--- src/rtl/pfd_front_pkg.sv ---
package pfd_front_pkg;

  // channel indices into the divider array
  localparam int unsigned CH_REF = 0;
  localparam int unsigned CH_FB  = 1;
  localparam int unsigned NUM_CH = 2;

  // detector register set
  typedef struct packed {
    logic up_ff;
    logic dn_ff;
    logic hold;
  } det_state_t;

endpackage

--- src/rtl/pfd_rst_sync.sv ---
module pfd_rst_sync #(
  parameter int unsigned STAGES = 2
) (
  input  logic clk,
  input  logic rst_n,
  output logic rst_n_sync
);

  logic [STAGES-1:0] chain_q;

  always_ff @(posedge clk or negedge rst_n) begin
    if (!rst_n) begin
      chain_q <= '0;
    end else begin
      chain_q <= {chain_q[STAGES-2:0], 1'b1};
    end
  end

  assign rst_n_sync = chain_q[STAGES-1];

endmodule

--- src/rtl/pfd_edge_divider.sv ---
module pfd_edge_divider #(
  parameter int unsigned RATIO_W = 12
) (
  input  logic               clk,
  input  logic               rst_n,
  input  logic               tick_i,
  input  logic [RATIO_W-1:0] ratio_i,
  output logic               event_o
);

  localparam logic [RATIO_W-1:0] MIN_RATIO = RATIO_W'(2);

  logic [RATIO_W-1:0] cnt_q, cnt_d;
  logic [RATIO_W-1:0] eff_ratio;
  logic               term;
  logic               event_d;
  logic               event_q;

  always_comb begin
    eff_ratio = (ratio_i < MIN_RATIO) ? MIN_RATIO : ratio_i;
    term      = (cnt_q == '0);
    cnt_d     = cnt_q;
    event_d   = 1'b0;
    if (tick_i) begin
      event_d = term;
      cnt_d   = term ? (eff_ratio - RATIO_W'(1)) : (cnt_q - RATIO_W'(1));
    end
  end

  always_ff @(posedge clk or negedge rst_n) begin
    if (!rst_n) begin
      cnt_q   <= '0;
      event_q <= 1'b0;
    end else begin
      event_q <= event_d;
      if (tick_i) begin
        cnt_q <= cnt_d;
      end
    end
  end

  assign event_o = event_q;


  event_single_chk: assert property (@(posedge clk) disable iff (!rst_n)
    event_o |=> !event_o);


  event_cause_chk: assert property (@(posedge clk) disable iff (!rst_n)
    event_o |-> $past(tick_i));

endmodule

--- src/rtl/pfd_detector.sv ---
module pfd_detector
  import pfd_front_pkg::*;
(
  input  logic clk,
  input  logic rst_n,
  input  logic ref_ev,
  input  logic fb_ev,
  output logic up_o,
  output logic dn_o
);

  det_state_t st_q, st_d;
  logic       both_set;

  always_comb begin
    both_set   = st_q.up_ff & st_q.dn_ff;
    st_d.up_ff = (st_q.up_ff & ~both_set) | ref_ev;
    st_d.dn_ff = (st_q.dn_ff & ~both_set) | fb_ev;
    st_d.hold  = ((st_q.up_ff | st_q.dn_ff) & st_q.hold) | both_set;
  end

  always_ff @(posedge clk or negedge rst_n) begin
    if (!rst_n) begin
      st_q <= '0;
    end else begin
      st_q <= st_d;
    end
  end

  assign up_o = st_q.up_ff & ~st_q.dn_ff & ~st_q.hold;
  assign dn_o = st_q.dn_ff & ~st_q.up_ff & ~st_q.hold;


  hold_set_chk: assert property (@(posedge clk) disable iff (!rst_n)
    (st_q.up_ff && st_q.dn_ff) |=> st_q.hold);


  hold_keep_chk: assert property (@(posedge clk) disable iff (!rst_n)
    (st_q.hold && (st_q.up_ff || st_q.dn_ff)) |=> st_q.hold);


  hold_gate_chk: assert property (@(posedge clk) disable iff (!rst_n)
    st_q.hold |-> (!up_o && !dn_o));


  pump_excl_chk: assert property (@(posedge clk) disable iff (!rst_n)
    !(up_o && dn_o));


  up_cause_chk: assert property (@(posedge clk) disable iff (!rst_n)
    $rose(up_o) |-> $past(ref_ev));


  dn_cause_chk: assert property (@(posedge clk) disable iff (!rst_n)
    $rose(dn_o) |-> $past(fb_ev));

endmodule

--- src/rtl/pfd_front.sv ---
module pfd_front
  import pfd_front_pkg::*;
#(
  parameter int unsigned RATIO_W     = 12,
  parameter int unsigned SYNC_STAGES = 2
) (
  input  logic               clk,
  input  logic               rst_n,
  input  logic               ref_tick,
  input  logic               fb_tick,
  input  logic [RATIO_W-1:0] ref_ratio,
  input  logic [RATIO_W-1:0] fb_ratio,
  output logic               pump_up,
  output logic               pump_dn
);

  logic               rst_n_int;
  logic [NUM_CH-1:0]  tick_v;
  logic [NUM_CH-1:0]  ev_v;
  logic [RATIO_W-1:0] ratio_v [NUM_CH];

  assign tick_v[CH_REF]  = ref_tick;
  assign tick_v[CH_FB]   = fb_tick;
  assign ratio_v[CH_REF] = ref_ratio;
  assign ratio_v[CH_FB]  = fb_ratio;

  pfd_rst_sync #(
    .STAGES (SYNC_STAGES)
  ) u_rst (
    .clk        (clk),
    .rst_n      (rst_n),
    .rst_n_sync (rst_n_int)
  );

  for (genvar ch = 0; ch < NUM_CH; ch++) begin : g_div
    pfd_edge_divider #(
      .RATIO_W (RATIO_W)
    ) u_div (
      .clk     (clk),
      .rst_n   (rst_n_int),
      .tick_i  (tick_v[ch]),
      .ratio_i (ratio_v[ch]),
      .event_o (ev_v[ch])
    );
  end

  pfd_detector u_det (
    .clk    (clk),
    .rst_n  (rst_n_int),
    .ref_ev (ev_v[CH_REF]),
    .fb_ev  (ev_v[CH_FB]),
    .up_o   (pump_up),
    .dn_o   (pump_dn)
  );

endmodule

--- config.mk ---
export PLATFORM = sky130hd
export DESIGN_NAME = pfd_front
export DESIGN_NICKNAME = d
export VERILOG_FILES = /design/src/rtl/pfd_front_pkg.sv /design/src/rtl/pfd_rst_sync.sv /design/src/rtl/pfd_edge_divider.sv /design/src/rtl/pfd_detector.sv /design/src/rtl/pfd_front.sv
export SDC_FILE = /design/constraint.sdc
export NUM_CORES = 1
export LEC_CHECK = 0
export BUFFER_PORTS_ARGS = -buffer_cell sky130_fd_sc_hd__buf_4
export CAP_MARGIN = 15
export CORE_MARGIN = 10
export CORE_UTILIZATION = 53
export CTS_CLUSTER_DIAMETER = 200
export DETAILED_ROUTE_END_ITERATION = 10
export PLACE_DENSITY = 0.84
export SYNTH_ARGS = -nofsm -noshare
export SYNTH_HDL_FRONTEND = slang
export SYNTH_SLANG_ARGS = --single-unit
--- constraint.sdc ---
create_clock -name clk -period 1.2 [get_ports clk]
set_input_delay 0.24 -clock clk [delete_from_list [all_inputs] [get_ports clk]]
set_output_delay 0.24 -clock clk [all_outputs]
set_load 0.005 [all_outputs]
==> results.py, run 1 <==
metrics = {
    "placement": {
        "hpwl_microns": 5242,
        "place_ws_ns": -1.620,
        "placed_cells": 373,
        "io_buffers": 29,
        "gp_congestion": 0.8960,
    },
    "sta": {
        "finalClockSkew_ns": 0.01834,
        "max-slew-margin-rel_pct": 66.04,
        "slew_violations": 0,
        "rsz0062_at_grt": "true",
        "tightestPinTransition_ns": 0.4966,
        "fmax_mhz": 367.4,
        "period_share_pct": 226.8,
        "period_needed_ns": 2.722,
        "report.final.hold_viol_count": 0,
        "worst_slack_ns": -1.522,
        "setup_viol": 28,
    },
    "min_path": {
        "hold_path_class": "input port to asynchronous set/reset pin",
    },
    "routing": {
        "via_count": 3119,
        "drt_iter0_markers": 637,
        "route.top_layer_used": "met4",
        "drt-wirelength-per-cell_microns": 32.22,
        "drt-met1-wl_microns": 3909,
        "via_per_inst": 7.798,
        "ant_nets": 0,
        "wl_microns": 12890,
        "drc": 0,
        "drtPass1Iterations": 6,
        "wl_met3_microns": 1860,
        "met2_length_microns": 5540,
    },
    "floorplanning": {
        "initial_utilization_pct": 55.85,
        "fp.dieH_microns": 82.81,
        "boundaryPins": 30,
        "num_rows": 22,
        "core_region_area_sq_mm": 0.003744,
        "die_w_microns": 82.81,
        "die_area_sq_mm": 0.006857,
    },
    "finish": {
        "final_cells": 400,
        "synthToLayoutAreaGrowth_pct": 73.61,
        "drive_above_1_share_pct": 57.67,
        "n_fill_cell": 61,
        "diodes": 0,
        "postLayoutCoreUtil_pct": 96.96,
        "fin_nets": 381,
    },
    "synthesis": {
        "ys_async_sr_fraction_pct": 100.0,
        "ys_warn_count": 0,
        "synth.yosys.seq_area_share_pct": 37.10,
        "synth-main-ff-cell": "dfrtp_1",
        "syn_area_sq_mm": 0.002091,
        "syn_area_per_cell_sq_um": 9.210,
        "synth_edf_count": 0,
        "synth_fp_nets": 257,
        "synth.distinct_cells": 62,
        "synth-seq-cells": 31,
        "synthCells": 227,
    },
    "clock_tree": {
        "htreeDepth": 2,
        "cts_sinks": 31,
        "cts_tree": "yes",
        "cts.path.max_buffers": 2,
        "clock_latency_ns": 0.32,
        "clk_pin_slew_worst_paths_ns": 0.09,
        "cts_root_buf": "clkbuf_8",
        "tritoncts.num_buffers": 5,
    },
    "global_route": {
        "grt_max_degree": 30,
        "grt_pass1_wl_microns": 14880,
        "antenna_found_initial": 0,
        "grtUsageTotal_pct": 26.32,
        "grt_pass1_vias": 2860,
        "grt_overflow_total": 0,
    },
    "pwr": {
        "p_leak_nw": 1.586,
        "ir_worst_vdd_v": 0.001784,
        "p_per_area_mw_per_mm2": 2298,
        "totalPowerFinal_w": 0.008343,
    },
    "setup_path": {
        "cp_slowest_cell": "or4_4",
        "critical_path.max_fanout": 5,
        "crit_path_frequent_cell": "or4_4",
        "crit_path_end_kind": "register",
        "cp-start-kind": "input port",
        "cp.arrival_ns": 2.95,
        "cp_cell_sequence": "buf_6, or4_4, or4_4, or3_1, a31oi_2, ha_2, nand2b_4, nor4_4, o21ai_1, a22oi_1",
        "crit_type": "input port to register",
        "cp_slowest_stage_delay_ns": 0.53,
        "critical_path_required_ns": 1.43,
    },
    "outcome": {
        "status": "finished, violations left",
        "violations": "negative setup slack",
    },
    "flow_run": {
        "maxCapViolCount": 0,
    },
}
## layout by cell type (no fill, tap or decap), types with 3 or more instances in the layout
cell type	n
buf_4	109
xnor2_1	3
o21ai_1	3
buf_6	15
or3_1	3
a22o_1	4
nor4_1	4
or2_2	5
o21ai_0	4
xor2_1	3
o41a_1	3
nor2_1	17
nor2_2	4
nand2_1	9
a21oi_2	4
dfrtp_1	30
a21oi_1	7
nand2b_4	5
nor3_4	4
o21a_1	3
or4_4	6
nor4_4	5
nand4_1	4
nor3_1	5
clkbuf_8	5
nor2_4	3
mux2i_1	3
inv_1	6
nor3_2	4
nand2b_1	4
## routing by layer
metal	up-vias	track usage, %
met5	-	0
li1	1122	-
met1	1426	27.45
met4	0	16.77
met2	392	45.67
met3	179	6.836
## worst paths after layout
| path | from | to | slack [ns] | depth (start not counted) |
|---|---|---|---|---|
| setup / recovery | ref_ratio[6] | g_div[0].u_div.cnt_q[6] | -1.52 | 10 |
| hold / removal | rst_n | u_rst.chain_q[0] | 0.25 | 2 |
| setup reg to reg | g_div[1].u_div.cnt_q[8] | g_div[1].u_div.cnt_q[8] | -1.46 | 9 |
| hold reg to reg | u_rst.chain_q[1] | g_div[1].u_div.event_o | 0.27 | 1 |
| max in group asynchronous | u_rst.chain_q[1] | g_div[0].u_div.cnt_q[3] | 0.61 | 1 |
| min in group clk | fb_ratio[11] | g_div[1].u_div.cnt_q[11] | 0.33 | 3 |
## critical path, delay by kind of cell
family / cells / cell delay, ns
AO/OA/AOI/OAI: 3 / 0.57
adder cells (fa/ha/maj): 1 / 0.26
buffers and inverters: 1 / 0.09
AND/OR/NAND/NOR: 5 / 1.78
## repair_timing
action / CTS / global route
pin swaps: 20 / 31
endpoints found under the hold margin: 2 / 0
endpoints found under the setup margin: 28 / 28
resized for setup: 42 / 27
buffers inserted: 13 / 12
hold buffers: 1 / 0
## layout make-up
class,instances,area (sq um),area share (%)
multi-input cells,182,1660,45.74
repair buffers,125,997.2,27.47
flip-flops and latches,31,777.0,21.41
clock buffers,5,68.82,1.896
well taps,48,60.06,1.655
clock inverters,3,43.79,1.206
inverters,6,22.52,0.6205
## synthesized netlist by cell type (3+ instances only)
master    count  area [sq um]
inv_1         6         22.52
nand2b_1      9         56.30
dfrtp_1      31         775.7
o21a_1        3         22.52
a21oi_1      12         60.06
xnor2_1       4         35.03
or3_1         4         25.02
xor2_1        3         26.28
or2_2         5         31.28
nand4_1       4         25.02
nor3b_1       4         30.03
a22o_1        4         35.03
nand2_1      10         37.54
o21ai_0       8         40.04
nor2_1       24         90.09
nor3_1       12         60.06
nor4_1        7         43.79
buf_2         6         30.03
o41a_1        3         33.78
mux2i_1       4         40.04
nand3_1       3         15.01
or4_1         6         45.04
## sequential cells by signal, summed over array words and instances, names as in the netlist
signal               cells
u_rst.chain_q            2
g_div.u_div.cnt_q       24
g_div.u_div.event_o      2
u_det.st_q               3
## where the power goes
| part | internal (W) | switching [W] |
|---|---|---|
| clock | 0.000620 | 0.000530 |
| combinational | 0.00246 | 0.00297 |
| sequential | 0.00142 | 0.000344 |
## through the flow
step | area, sq um | hold WS, ns | TNS [ns]
after floorplan | 2273 | -0.05559 | -24.35
after global placement | 3060 | 0.02283 | -29.56
after detailed placement | 3060 | 0.02367 | -31.08
after CTS | 3460 | 0.2570 | -26.06
after global routing | 3630 | 0.2581 | -31.26
final | 3630 | 0.2497 | -29.76
## cells by family (layout without fill, tap and decap cells)
| kind of cell | after synthesis | after routing | share of synthesized area (%) |
|---|---|---|---|
| XOR/XNOR | 7 | 7 | 2.932 |
| flip-flops | 31 | 31 | 37.10 |
| other | 1 | 1 | 0.1794 |
| adder cells (fa/ha/maj) | 3 | 3 | 1.675 |
| AO/OA/AOI/OAI | 64 | 64 | 23.76 |
| AND/OR/NAND/NOR | 100 | 100 | 27.95 |
| multiplexers | 7 | 7 | 3.531 |
| buffers and inverters | 14 | 139 | 2.873 |
Power figures use the tool's default switching activity.
==> inputs of run 2 (changes only) <==
BUFFER_PORTS_ARGS = -buffer_cell sky130_fd_sc_hd__buf_2   (was -buffer_cell sky130_fd_sc_hd__buf_4)
==> results.py, run 2 <==
metrics = {
    "outcome": {
        "status": "did not finish",
        "haltStage": "5_1_grt",
        "stop_error": "[ERROR GRT-0232] Routing congestion too high. Check the congestion heatmap in the GUI.",
    },
    "placement": {
        "io_buffers": 29,
        "gp_congestion": 0.9300,
        "hpwl_microns": 5321,
        "place_ws_ns": -1.698,
        "place_area_sq_mm": 0.003010,
    },
    "synthesis": {
        "synth_top_area_share_pct": 37.10,
        "synth.distinct_cells": 62,
        "synth_most_common_cell": "dfrtp_1",
        "ys_warn_count": 0,
        "yosys.area_share.xor_xnor_pct": 2.932,
        "synth_top_family_by_area": "simple AND/OR/NAND/NOR gates",
        "yosys-top-cells-area": "dfrtp_1 37%, nor2_1 4.3%, a21oi_1 2.9%",
        "synth.yosys.seq_area_share_pct": 37.10,
        "synth-seq-cells": 31,
        "synth-compound-area-share_pct": 23.76,
        "synth-adder-area-share_pct": 1.676,
        "syn_area_sq_mm": 0.002091,
        "synthCells": 227,
        "syn_area_per_cell_sq_um": 9.210,
        "synthSimpleGateAreaFrac_pct": 27.95,
        "yosys-top-cells-count": "31 x dfrtp_1, 24 x nor2_1, 12 x a21oi_1, 12 x nor3_1, 10 x nand2_1",
        "ys_async_sr_fraction_pct": 100.0,
        "synth-main-ff-cell": "dfrtp_1",
        "synthMuxAreaShare_pct": 3.531,
        "synth_fp_nets": 257,
        "synth.largest_area_cell": "dfrtp_1",
        "synth_edf_count": 0,
    },
    "global_route": {
        "grtUsageTotal_pct": 64.24,
        "antenna_found_initial": 1,
        "grt_max_degree": 30,
        "grt_overflow_total": 136,
    },
    "clock_tree": {
        "cts_sinks": 31,
        "tritoncts.num_buffers": 5,
        "htreeDepth": 2,
        "cts.path.max_buffers": 2,
        "cts_root_buf": "clkbuf_8",
    },
    "floorplanning": {
        "boundaryPins": 30,
        "num_rows": 22,
        "die_w_microns": 82.81,
        "fp.dieH_microns": 82.81,
        "initial_utilization_pct": 55.85,
    },
    "sta": {
        "worst_endpoint_kind": "sequential cell input",
        "postGrtWorstEndpoint": "g_div[1].u_div.cnt_q[4]$_DFFE_PN0P_/D",
    },
}
==> run 2: kinds of logic after synthesis <==
group | Yosys count
and+or+nand+nor | 100
AOI/OAI and AO/OA | 64
DFF | 31
buffers and inverters | 14
xor gates and xnor gates | 7
muxes | 7
adders and majority gates | 3
other | 1
==> run 2: per-stage QoR <==
step                utilization [%]  hold WS [ns]  cells
CTS                           92.05        0.2560    401
floorplan                         -      -0.05559    227
global placement              80.41       0.02469    376
detailed placement            80.41       0.02649    376
==> run 2: repair_timing <==
item	in CTS
hold buffers	1
endpoints found under the setup margin	28
pin swaps	24
resized for setup	38
setup buffers	17
endpoints found under the hold margin	2
==> run 2: metal layers <==
metal | track usage, % | overflow
met3 | 46.68 | 0
met1 | 63.32 | 1
met4 | 71.38 | 62
met2 | 80.59 | 73
met5 | 0 | 0
==> inputs of run 3 (changes only) <==
CORE_UTILIZATION = 38   (was 53)
CTS_CLUSTER_DIAMETER = default   (was 200)
PLACE_DENSITY = default   (was 0.84)
PLACE_DENSITY_LB_ADDON = 0.15   (was default)
==> results.py, run 3 (same netlist as run 1, synthesis figures left out) <==
metrics = {
    "sta": {
        "period_share_pct": 207.1,
        "rsz0062_at_grt": "true",
        "worst_slack_ns": -1.285,
        "max-slew-margin-rel_pct": 67.02,
        "finalClockSkew_ns": 0.006249,
        "slew_violations": 0,
        "setup_viol": 28,
        "fmax_mhz": 402.4,
        "report.final.hold_viol_count": 0,
        "period_needed_ns": 2.485,
        "tightestPinTransition_ns": 0.4902,
    },
    "global_route": {
        "grt_use_met1_pct": 19.94,
        "grt_overflow_total": 0,
        "grt_use_met3_pct": 3.357,
        "grt_pass1_wl_microns": 11150,
        "busiest_layer": "met2",
        "grtUsageTotal_pct": 15.60,
        "grt_max_degree": 30,
        "antenna_found_initial": 0,
        "grt_pass1_vias": 2387,
        "grt_use_met2_pct": 24.83,
    },
    "setup_path": {
        "cp-start-kind": "input port",
        "crit_path_end_kind": "register",
        "critical_path.max_fanout": 5,
        "r2r_slack_ns": -1.26,
        "r2r_cells": 9,
        "critical_path_required_ns": 1.37,
        "cp-startpoint": "ref_ratio[6]",
        "r2r-end": "g_div[1].u_div.cnt_q[4]",
        "cp.arrival_ns": 2.66,
        "rr_startpoint": "g_div[1].u_div.cnt_q[7]",
        "crit_type": "input port to register",
    },
    "clock_tree": {
        "cts_tree": "yes",
        "cts.path.max_buffers": 2,
        "cts_sinks": 31,
        "cts_root_buf": "clkbuf_8",
        "clock_latency_ns": 0.28,
        "htreeDepth": 2,
        "clk_pin_slew_worst_paths_ns": 0.07,
        "tritoncts.num_buffers": 5,
    },
    "finish": {
        "layout_common_cells": "91 x buf_4, 31 x dfrtp_1, 28 x buf_2, 23 x nor2_1, 14 x buf_6",
        "fin_nets": 390,
        "final_common_cell": "buf_4",
        "drive_above_1_share_pct": 55.96,
        "largest-register": "g_div.u_div.cnt_q",
        "diodes": 0,
        "top_regs": "g_div.u_div.cnt_q: 24 flops, u_det.st_q: 3 flops",
        "design_area_sq_mm": 0.003593,
        "synthToLayoutAreaGrowth_pct": 71.87,
        "final_cells": 431,
        "largest_reg_flops": 24,
    },
    "floorplanning": {
        "die_w_microns": 94.18,
        "core_region_area_sq_mm": 0.005205,
        "num_rows": 26,
        "boundaryPins": 30,
        "die_area_sq_mm": 0.008869,
        "initial_utilization_pct": 40.17,
        "fp.dieH_microns": 94.18,
    },
    "placement": {
        "io_buffers": 29,
        "hpwl_microns": 5053,
        "place_ws_ns": -1.644,
        "place_area_sq_mm": 0.003053,
        "gp_congestion": 0.8828,
        "placed_cells": 400,
    },
    "flow_run": {
        "maxCapViolCount": 0,
    },
    "routing": {
        "via_per_inst": 5.450,
        "ant_nets": 0,
        "via_count": 2349,
        "drt_iter0_markers": 94,
        "wl_microns": 6814,
        "drc": 0,
        "drt-wirelength-per-cell_microns": 15.81,
        "drtPass1Iterations": 4,
    },
    "outcome": {
        "status": "finished, violations left",
        "violations": "negative setup slack",
    },
    "pwr": {
        "p_leak_nw": 1.603,
        "p_per_area_mw_per_mm2": 2061,
        "ir_worst_vdd_v": 0.001381,
    },
    "min_path": {
        "hold_path_class": "register to asynchronous set/reset pin",
    },
}
==> run 3: metal layers <==
layer,wire (microns),up-vias
met1,3124,1138
met3,274,12
met2,3286,49
met5,0,-
li1,-,1150
met4,129,0
==> run 3: through the flow <==
step           hold slack, ns  power [W]  setup TNS (ns)  utilization (%)
3_5_place_dp          0.02793   0.005306          -31.25            58.65
6_report               0.2649   0.007407          -24.30            69.04
4_1_cts                0.2572   0.007018          -23.97            66.47
3_3_place_gp          0.02529   0.005238          -30.39            58.65
2_1_floorplan        -0.05559   0.003805          -24.35                -
5_1_grt                0.2938   0.007880          -26.02            69.04
==> run 3: how the worst max path moves through the flow <==
stage	end	slack, ns	depth (start not counted)
6_report	g_div[0].u_div.cnt_q[4]	-1.28	11
5_1_grt	g_div[0].u_div.cnt_q[10]	-1.34	11
4_1_cts	g_div[0].u_div.cnt_q[10]	-1.33	11
3_5_place_dp	g_div[0].u_div.cnt_q[10]	-1.64	11
3_3_place_gp	g_div[0].u_div.cnt_q[10]	-1.56	11
2_1_floorplan	g_div[0].u_div.cnt_q[6]	-1.39	9
==> run 3: where the power goes <==
part | switching, W | internal, W
Combinational | 0.00218 | 0.00249
Sequential | 0.000239 | 0.00142
Clock | 0.000408 | 0.000672
==> run 3: worst max-delay path, cell delays in order <==
cell,delay [ns]
buf_6,0.09
or4_4,0.52
or4_4,0.51
or3_4,0.35
a31oi_4,0.20
ha_4,0.17
nand2b_4,0.08
buf_6,0.13
nor2_4,0.07
nand2_1,0.06
o221a_2,0.23
==> run 3: final cells by class <==
cell class	count	area, sq um
Sequential cell	31	775.7
Clock buffer	6	82.58
Tap cell	70	87.58
Timing Repair Buffer	134	991.0
Inverter	6	22.52
Clock inverter	2	35.03
Multi-Input combinational cell	182	1599
Fill cell	413	1612
==> run 3: what timing repair did <==
item | in CTS | in global routing
endpoints found under the setup margin | 28 | 28
buffers inserted | 21 | 11
pin swaps | 33 | 25
hold endpoints to repair | 2 | 0
gates resized for setup | 38 | 17
hold buffers | 1 | 0
==> inputs of run 4 (changes only) <==
GPL_TIMING_DRIVEN = 0   (was default)
==> results.py, run 4 (same netlist as run 1, synthesis figures left out) <==
metrics = {
    "outcome": {
        "status": "finished, violations left",
        "violations": "negative setup slack",
    },
    "sta": {
        "period_share_pct": 210.0,
        "report.final.hold_viol_count": 0,
        "finalClockSkew_ns": 0.01159,
        "slew_violations": 0,
        "worst_slack_ns": -1.320,
        "setup_viol": 28,
        "tightestPinTransition_ns": 0.6006,
        "rsz0062_at_grt": "true",
        "tns_ns": -26.22,
        "period_needed_ns": 2.520,
        "fmax_mhz": 396.9,
        "max-slew-margin-rel_pct": 59.96,
    },
    "clock_tree": {
        "htreeDepth": 2,
        "cts_sinks": 31,
        "clk_pin_slew_worst_paths_ns": 0.08,
        "cts.path.max_buffers": 2,
        "cts_root_buf": "clkbuf_8",
        "cts_tree": "yes",
        "tritoncts.num_buffers": 5,
        "clock_latency_ns": 0.29,
    },
    "min_path": {
        "hold_path_class": "input port to register",
    },
    "floorplanning": {
        "boundaryPins": 30,
        "num_rows": 26,
        "die_area_sq_mm": 0.008869,
        "initial_utilization_pct": 40.17,
        "core_region_area_sq_mm": 0.005205,
        "die_w_microns": 94.18,
        "fp.dieH_microns": 94.18,
    },
    "pwr": {
        "totalPowerFinal_w": 0.006343,
        "p_per_area_mw_per_mm2": 2111,
        "p_leak_nw": 1.238,
        "ir_worst_vdd_v": 0.001189,
    },
    "finish": {
        "final_common_cell": "dfrtp_1",
        "design_area_sq_mm": 0.003004,
        "drive_above_1_share_pct": 43.00,
        "layout_common_cells": "29 x dfrtp_1, 28 x buf_2, 26 x buf_4, 20 x nor2_1, 10 x nand2_1",
        "fin_nets": 322,
        "n_fill_cell": 460,
        "largest-register": "g_div.u_div.cnt_q",
        "postLayoutCoreUtil_pct": 57.72,
        "top_regs": "g_div.u_div.cnt_q: 24 flops, u_det.st_q: 3 flops",
        "diodes": 0,
        "synthToLayoutAreaGrowth_pct": 43.69,
        "largest_reg_flops": 24,
    },
    "routing": {
        "drt_iter0_markers": 101,
        "wl_microns": 6232,
        "drc": 0,
        "drtPass1Iterations": 4,
        "via_per_inst": 5.727,
        "ant_nets": 0,
        "via_count": 2079,
        "drt-wirelength-per-cell_microns": 17.17,
    },
    "setup_path": {
        "cp.arrival_ns": 2.70,
        "crit_type": "register to register",
        "cp-start-kind": "register",
        "critical_path.max_fanout": 3,
        "critical_path_required_ns": 1.38,
        "crit_path_end_kind": "register",
    },
    "global_route": {
        "antenna_found_initial": 0,
        "grtUsageTotal_pct": 14.12,
        "grt_overflow_total": 0,
        "grt_pass1_vias": 2087,
        "grt_max_degree": 20,
        "grt_pass1_wl_microns": 10200,
    },
    "flow_run": {
        "maxCapViolCount": 0,
    },
    "placement": {
        "place_area_sq_mm": 0.002534,
        "gp_congestion": 0.8190,
        "hpwl_microns": 4294,
        "io_buffers": 29,
    },
}
-- run 4: cell types whose count changed in the layout (fill, tap and decap cells not counted), moves of 2 or more --
cell	before	now
dfrtp_1	31	29
nor2_2	0	3
and2_4	2	0
dfrtp_2	0	2
or3_1	2	4
buf_4	91	26
buf_6	14	8
nor3_4	5	3
nor2_1	23	20
or3_4	2	0
clkbuf_1	0	2
-- run 4: layer usage --
metal | global-route usage (%) | wire length (microns) | part of all wire (%)
met1 | 17.46 | 2825 | 45
met4 | 4.810 | 100 | 1.6
met5 | 0 | 0 | 0
met2 | 23.34 | 3069 | 49
met3 | 3.277 | 237 | 3.8
-- run 4: repair_timing --
item,CTS,global route
setup buffers,20,8
setup endpoints to repair,28,28
hold endpoints to repair,2,0
gates resized for setup,22,8
pin swaps,19,17
hold buffers,1,0
-- run 4: layout make-up --
class / count / area, sq um / share of cell area, %
timing repair buffer: 59 / 412.9 / 13.74
clock buffer: 6 / 82.58 / 2.749
multi-input combinational: 182 / 1528 / 50.85
sequential: 31 / 778.2 / 25.91
inverter: 6 / 22.52 / 0.7497
buffer: 7 / 57.56 / 1.916
clock inverter: 2 / 35.03 / 1.166
tap: 70 / 87.58 / 2.915
-- run 4: worst paths after layout --
kind	cells past startpoint	from	to	slack [ns]
hold reg to reg	0	u_rst.chain_q[1]	g_div[0].u_div.event_o	0.24
setup / recovery	10	g_div[1].u_div.cnt_q[10]	g_div[1].u_div.cnt_q[4]	-1.32
max in group asynchronous	1	u_rst.chain_q[1]	g_div[1].u_div.cnt_q[4]	0.44
setup reg to reg	10	g_div[1].u_div.cnt_q[10]	g_div[1].u_div.cnt_q[4]	-1.32
hold / removal	3	ref_ratio[11]	g_div[0].u_div.cnt_q[11]	0.23
min in group asynchronous	0	u_rst.chain_q[1]	g_div[0].u_div.event_o	0.24
-- run 4: worst max-delay path: stages, from the launching register on --
cell and delay [ns]:
dfrtp_1 0.42, or4_4 0.56, buf_4 0.18, nor3_4 0.25, buf_6 0.15, a31oi_4 0.09, ha_4 0.19, nand2b_4 0.09
nor3_4 0.06, a32o_1 0.22, a22o_1 0.20
-- run 4: per-stage QoR --
step | setup WS (ns) | std cells | hold slack (ns)
finish | -1.320 | 363 | 0.2257
global route | -1.434 | 363 | 0.2447
CTS | -1.390 | 356 | 0.2174
detailed placement | -1.784 | 327 | 0.02609
global placement | -1.746 | 326 | 0.02559
floorplan | -1.386 | 227 | -0.05559
-- run 4: where the power goes --
| group | total, W | internal, W | switching [W] |
|---|---|---|---|
| Combinational | 0.00328 | 0.00171 | 0.00157 |
| Sequential | 0.00196 | 0.00142 | 0.000536 |
| Clock | 0.00110 | 0.000672 | 0.000428 |
